<file path="src/rtl/trap_cmp.sv">
module trap_cmp #(
  parameter int W = 64,
  parameter int HW = 32,
  parameter logic [3:0] TRAP_CAUSE = 4'h3
) (
  input  logic         clk,
  input  logic         rst_n,
  input  logic         valid_i,
  input  logic         dword_i,
  input  logic [4:0]   mask_i,
  input  logic [W-1:0] opa_i,
  input  logic [W-1:0] opb_i,
  output logic         trap_o,
  output logic [3:0]   cause_o
);
  logic [W-1:0] a, b;
  logic slt, sgt, eq, ult, ugt, hit;

  assign a = dword_i ? opa_i : {{(W-HW){opa_i[HW-1]}}, opa_i[HW-1:0]};
  assign b = dword_i ? opb_i : {{(W-HW){opb_i[HW-1]}}, opb_i[HW-1:0]};

  assign slt = $signed(a) < $signed(b);
  assign sgt = $signed(a) > $signed(b);
  assign eq  = a == b;
  assign ult = a < b;
  assign ugt = a > b;

  assign hit = |(mask_i & {slt, sgt, eq, ult, ugt});

  always_ff @(posedge clk) begin
    if (!rst_n) trap_o <= 1'b0;
    else        trap_o <= valid_i & hit;
  end

  assign cause_o = TRAP_CAUSE;

  assert_idle_R1: assert property (@(posedge clk) disable iff (!rst_n)
    !valid_i |=> !trap_o);
  assert_zero_mask_R8: assert property (@(posedge clk) disable iff (!rst_n)
    (valid_i && mask_i == 5'd0) |=> !trap_o);
  assert_full_mask_R8: assert property (@(posedge clk) disable iff (!rst_n)
    (valid_i && mask_i == 5'h1F) |=> trap_o);
  assert_eq_R4: assert property (@(posedge clk) disable iff (!rst_n)
    (valid_i && mask_i[2] && opa_i == opb_i) |=> trap_o);
  assert_exclusive_R6: assert property (@(posedge clk) disable iff (!rst_n)
    $countones({slt, sgt, eq}) == 1 && $countones({ult, ugt, eq}) == 1);
  assert_cause_R9: assert property (@(posedge clk) disable iff (!rst_n)
    cause_o == 4'h3);
endmodule

</file>
<file path="config.mk">
export PLATFORM = sky130hd
export DESIGN_NAME = trap_cmp
export DESIGN_NICKNAME = d
export VERILOG_FILES = /design/src/rtl/trap_cmp.sv
export SDC_FILE = /design/constraint.sdc
export NUM_CORES = 1
export LEC_CHECK = 0
export ABC_AREA = 1
export BUFFER_PORTS_ARGS = -buffer_cell sky130_fd_sc_hd__buf_2
export CAP_MARGIN = 25
export CORE_ASPECT_RATIO = 0.6
export CORE_MARGIN = 2
export CORE_UTILIZATION = 39
export DETAILED_ROUTE_END_ITERATION = 10
export GPL_TIMING_DRIVEN = 0
export HOLD_SLACK_MARGIN = 0.12
export PLACE_DENSITY_LB_ADDON = 0.08
export SYNTH_ARGS = -nofsm -noshare
export SYNTH_HDL_FRONTEND = slang
export SYNTH_SLANG_ARGS = --single-unit
</file>
<file path="constraint.sdc">
create_clock -name clk -period 5.7 [get_ports clk]
set_input_delay 0.285 -clock clk [delete_from_list [all_inputs] [get_ports clk]]
set_output_delay 0.285 -clock clk [all_outputs]
set_load 0.01 [all_outputs]
</file>
==> metrics.md, run 1 <==
| Metric | Value |
|---|---|
| DR vias/cell | 4.584 |
| Worst hold path depth | 3 |
| Fin. max-slew vios | 0 |
| Die area | 6276 sq um |
| Row cnt | 21 |
| CP top delay family | buffers and inverters |
| Most frequent cells in the layout | 137 x nand2_1, 137 x buf_2, 64 x ha_1 |
| Pwr dens | roughly 80 nW/um^2 |
| Final Core Density | 0.5399 |
| Vias in the first global route | 2399 |
| WS Path Type | in2reg |
| Drt first pass iters | 4 |
| Worst path arrival time | between 2000 and 3000 ps |
| Minimum clock period after layout | 2972 ps |
| DR WL/cell | 10.26 microns |
| Dpl hpwl | between 5 and 6 mm |
| Flip-flop count of the largest register after layout | 1 |
| Worst setup EP type | register |
| DR DRC count | 0 |
| DIE WIDTH | 101.0 microns |
| Biggest register | trap_o |
| Post-synthesis sequential area ratio | 0.009101 |
| Total GRT Usage | 0.1845 |
| Post-Syn Instances | roughly 380 |
| Drt total wl | 6.061 mm |
| Worst hold path class | in2reg |
| Syn Area/Cell | 5.743 sq um |
| Die height | 62.17 microns |
| Cell count along the critical path | 17 |
| Slowest cell on the critical path | clkbuf_1 |
| Worst Path Buf+Inv | 4 |
| Worst path required time | approximately 5600 ps |
| Setup slack at placement | 2735 ps |
| DRT iter0 DRCs | 72 |
| FMAX | 336.5 MHz |
| Most frequent CP cell | nand2_1 |
| Syn Std Cell Area | 2200 sq um |
| Leak pwr | 0.001915 uW |
| # resized after CTS | 0 |
| Biggest regs | trap_o x1 |
| GP Congestion | between 0.9 and 1 |
| Worst hold slack | about 540 ps |
| Final hold vios | 0 |
| Synthesized flop and latch total | 1 |
| Post-CTS setup buffers | 0 |
| Worst path max stage delay | 400 ps |
| RSZ-0062 raised after global routing | false |
| Distinct cells, synth | 24 |
| Count of boundary I/O pins | 142 |
| Max Cap Viol | 0 |
| ANT nets after route | 0 |
| PortBufs | between 100 and 150 |
| TNS Setup | 0 ps |
| Final WS setup | 2728 ps |
| CP Max Fanout | 10 |
| Hold Buf Count CTS | 0 |
| Clock-pin slew on the worst setup and hold paths | 0 ps |
| Vias post-DR | 2709 |
| Period utilization | 0.5213 |
| Final setup viols | 0 |
| # fillers | around 570 |
| Status | finished clean |
| Nets | 725 |
| First-pass GRT wire length | 10.05 mm |
| Critical path cell sequence | buf_2, clkbuf_1, clkbuf_1, nand2_1, nand2_1, ha_1, a21oi_1, o21ai_0, a21oi_1, nand2_1, a21oi_1, nand2_1, nand2_1, nand3_1, nand2_1, inv_1, a21oi_2 |
| Startpoint types | input port |
| Congestion Overflow GR | 0 |
| Initial antenna violation count | 0 |
| Area Overhead vs Synth | 35.44% |
| Yosys warns | 0 |
| Initial Util | 0.3986 |
| Ant. Diodes | 0 |
| CORE AREA | 5518 sq um |
| Largest net degree at the start of global routing | 11 |
| Share of layout cells above drive strength 1 | 0.2816 |
| Maximum vdd drop | 53.03 uV |
## worst paths after layout
path	start	end	slack, ps
setup / recovery	dword_i	trap_o$_SDFF_PN0_	2730
hold / removal	valid_i	trap_o$_SDFF_PN0_	540
## layout make-up
cell class	count	area, sq um	area share
inverters	50	187.7	0.06300
plain buffers	17	78.83	0.02646
well taps	69	86.33	0.02898
multi-input cells	317	1921	0.6447
flip-flops and latches	1	20.02	0.006720
repair buffers	137	685.7	0.2302
## synth_stat cells
library cell  count  share of area
nand2_1         137           0.23
nor2_1           18          0.031
nor3_1            3         0.0068
inv_2             1         0.0017
a21oi_2           1         0.0040
conb_1            2         0.0034
o21ai_0           4         0.0091
buf_1             4         0.0068
a21oi_1          62           0.14
o21a_1            3          0.010
nor3_2            2         0.0091
inv_1            49          0.084
nand4_1           3         0.0085
a21o_1            1         0.0034
nand4_4           1         0.0097
clkbuf_1          9          0.015
o21bai_1          1         0.0034
o21ai_1           2         0.0046
and2_1            1         0.0028
ha_1             64           0.36
buf_4             4          0.014
dfxtp_1           1         0.0091
nand3_1           9          0.020
nand3_2           1         0.0046
## power by group
group / internal, uW / switching, uW / total (uW)
Combinational: 106 / 122 / 228
Sequential: 7.83 / 0.213 / 8.05
Clock: 0 / 0 / 0
## logic make-up after synthesis
group                      after synthesis  share of synthesized area
AOI/OAI and AO/OA                       74                     0.1758
adders and majority gates               64                     0.3641
buffers and inverters                   67                     0.1212
DFF                                      1                   0.009102
other                                    2                   0.003414
and+or+nand+nor                        175                     0.3265
## stage by stage
| step | cells | cell area [sq um] | power (uW) |
|---|---|---|---|
| 4_1_cts | 591 | 2979 | 237.6 |
| 2_1_floorplan | 385 | 2207 | 155.5 |
| 6_report | 591 | 2979 | 236.4 |
| 3_3_place_gp | 591 | 2979 | 230.7 |
| 3_5_place_dp | 591 | 2979 | 235.2 |
| 5_1_grt | 591 | 2979 | 277.1 |
## metal layers
| layer | wire length (microns) | GRT usage | vias to the layer above |
|---|---|---|---|
| met2 | 2439 | 0.3008 | 84 |
| met5 | 0 | 0 | - |
| met1 | 3240 | 0.2804 | 1102 |
| met3 | 366 | 0.007883 | 2 |
| met4 | 14 | 0.01014 | 0 |
| li1 | - | - | 1521 |
Note: power is estimated with default switching activity, not from simulation.
==> inputs of run 2 (changes only) <==
--- a/config.mk
+++ b/config.mk
@@ -5,7 +5,7 @@
 export SDC_FILE = /design/constraint.sdc
 export NUM_CORES = 1
 export LEC_CHECK = 0
-export ABC_AREA = 1
+export ABC_AREA = 0
 export BUFFER_PORTS_ARGS = -buffer_cell sky130_fd_sc_hd__buf_2
 export CAP_MARGIN = 25
 export CORE_ASPECT_RATIO = 0.6
==> constraint.sdc (replaced) <==
create_clock -name clk -period 2.6 [get_ports clk]
set_input_delay 0.13 -clock clk [delete_from_list [all_inputs] [get_ports clk]]
set_output_delay 0.13 -clock clk [all_outputs]
set_load 0.01 [all_outputs]
==> metrics.md, run 2 <==
| Metric | Value |
|---|---|
| Slowest cell on the critical path | or4_4 |
| Ranking of synthesized cells by area | ha_1 38%, a21oi_1 15%, nand2_1 14%, inv_1 6.2%, nand4_1 3.5% |
| Count of boundary I/O pins | around 140 |
| FMAX | 336.4 MHz |
| Distinct cells, synth | 35 |
| Syn Std Cell Area | 2125 sq um |
| DR WL/cell | 11.43 microns |
| PortBufs | around 140 |
| Top post-synthesis cells by count | 81 x nand2_1, 64 x ha_1, 63 x a21oi_1, 35 x inv_1, 12 x nand4_1 |
| Ant. Diodes | 0 |
| CP Max Fanout | 7 |
| Vias in the first global route | 2362 |
| Max Cap Viol | 0 |
| Fin. max-slew vios | 0 |
| Maximum vdd drop | 77.96 uV |
| Worst path max stage delay | 580 ps |
| Largest family of logic cells by synthesized area | adder cells |
| Synth top area share | 0.3769 |
| Post-Syn Instances | 327 |
| Vias post-DR | 2736 |
| Most common cell after layout, fill and taps aside | buf_2 |
| Row cnt | 20 |
| Final WS setup | -372.3 ps |
| Yosys warns | 0 |
| Simple-gate share of the synthesized area | 0.2721 |
| Critical path cell sequence | buf_8, inv_12, nor2_4, buf_4, clkbuf_8, a21oi_1, ha_4, nand4_4, or4_4, nor4_4, a22oi_2, and2_4, a311o_1, o311a_1 |
| Most common cell in the netlist | nand2_1 |
| DRT iter0 DRCs | 58 |
| WS Path Type | in2reg |
| DR vias/cell | 5.002 |
| Synthesized flop and latch total | 1 |
| Final setup viols | 1 |
| Hold Buf Count CTS | 0 |
| Worst hold path depth | 2 |
| Flip-flop count of the largest register after layout | 1 |
| Worst path arrival time | roughly 2900 ps |
| Largest net degree at the start of global routing | 11 |
| Die area | 6073 sq um |
| RSZ-0062 raised after global routing | true |
| Dpl hpwl | 5.337 mm |
| Biggest regs | trap_o x1 |
| Yosys top cell by area | ha_1 |
| Syn Area/Cell | approximately 6.5 sq um |
| First-pass GRT wire length | 10.27 mm |
| Pwr dens | 176.2 nW/um^2 |
| ANT nets after route | 0 |
| Status | finished, violations left |
| Initial Util | 0.4121 |
| Initial antenna violation count | 0 |
| Die height | 61.17 microns |
| Post-synth EDFFs | 0 |
| Worst Hold End | trap_o$_SDFF_PN0_ |
| Post-synthesis sequential area ratio | 0.009423 |
| Final hold vios | 0 |
| GP Congestion | roughly 0.84 |
| TNS Setup | -372.3 ps |
| Ys flop type | dfxtp_1 |
| Biggest register | trap_o |
| Synth Area in XOR/XNOR | 0 |
| DIE WIDTH | 99.29 microns |
| Nets | 684 |
| DR DRC count | 0 |
| Design Power | 567.3 uW |
| Total GRT Usage | 0.2018 |
| Post-Synth Adder-Cell Area | 0.3769 |
| Minimum clock period after layout | around 3000 ps |
| HP Start | valid_i |
| Setup slack at placement | -493.8 ps |
| Area Overhead vs Synth | 51.59% |
| Mux share of post-synthesis cell area | 0.004711 |
| Worst path required time | ~2500 ps |
| Drt first pass iters | 4 |
| Worst hold path class | in2reg |
| CORE AREA | 5155 sq um |
| Failing checks | setup timing |
| Worst setup EP type | register |
| Leak pwr | 0.001931 uW |
| Most frequent cells in the layout | 135 x buf_2, 81 x nand2_1, 62 x ha_1 |
| Drt total wl | 6.254 mm |
| Asr flop ratio synth | 0 |
| Share of layout cells above drive strength 1 | 0.3929 |
| Clock-pin slew on the worst setup and hold paths | 0 ps |
| Period utilization | 1.143 |
| Startpoint types | input port |
| Synth Area in Compound Gates | 0.2344 |
| Congestion Overflow GR | 0 |
[run 2: worst max-delay path by stage]
stage	from	endpoint	slack [ps]	cells after the start
finish	opb_i[31]	trap_o$_SDFF_PN0_	-370	14
global route	opb_i[31]	trap_o$_SDFF_PN0_	-490	14
CTS	dword_i	trap_o$_SDFF_PN0_	-420	12
detailed placement	opb_i[31]	trap_o$_SDFF_PN0_	-490	13
global placement	opb_i[31]	trap_o$_SDFF_PN0_	-490	14
floorplan	opb_i[31]	trap_o$_SDFF_PN0_	-90	12
[run 2: layout make-up]
type                            count  area (sq um)
Buffer                             17         180.2
Fill cell                         514          1934
Inverter                           35         143.9
Multi-Input combinational cell    276          1966
Sequential cell                     1         20.02
Tap cell                           66         82.58
Timing Repair Buffer              152         828.3
[run 2: repair_timing]
action	in CTS	in global routing
endpoints found under the hold margin	0	0
gates resized for setup	8	5
pin swaps	11	9
setup endpoints to repair	1	1
setup buffers	6	7
cloned	3	0
[run 2: critical path: cells and delay by family]
kind,cells,cell delay [ps]
and+or+nand+nor,5,1300
AOI/OAI and AO/OA,4,700
adders and majority gates,1,310
buffers and inverters,4,410
[run 2: power breakdown]
group | switching (uW) | total [uW] | internal [uW]
clock network | 0 | 0 | 0
logic | 267 | 550 | 283
registers | 0.441 | 17.6 | 17.1
[run 2: per-stage QoR]
stage / hold WS [ps] / cell area [sq um] / std cells / util
CTS: 374.5 / 3163 / 541 / 0.6136
floorplan: 261.2 / 2290 / 329 / -
finish: 370.6 / 3221 / 547 / 0.6248
global route: 385.6 / 3221 / 547 / 0.6248
global placement: 387.0 / 3058 / 532 / 0.5932
detailed placement: 374.1 / 3058 / 532 / 0.5932
[run 2: cell families after synthesis]
group / after synthesis
flops: 1
other cells: 2
fa+ha+maj: 64
mux: 1
buf+inv: 52
compound gates: 87
simple gates: 120
[run 2: per-layer routing]
metal  share of wire  vias up  track usage
li1                -     1463            -
met3           0.082        2      0.02270
met5               0        -            0
met2            0.41       98       0.3340
met1            0.51     1173       0.3034
met4          0.0018        0            0
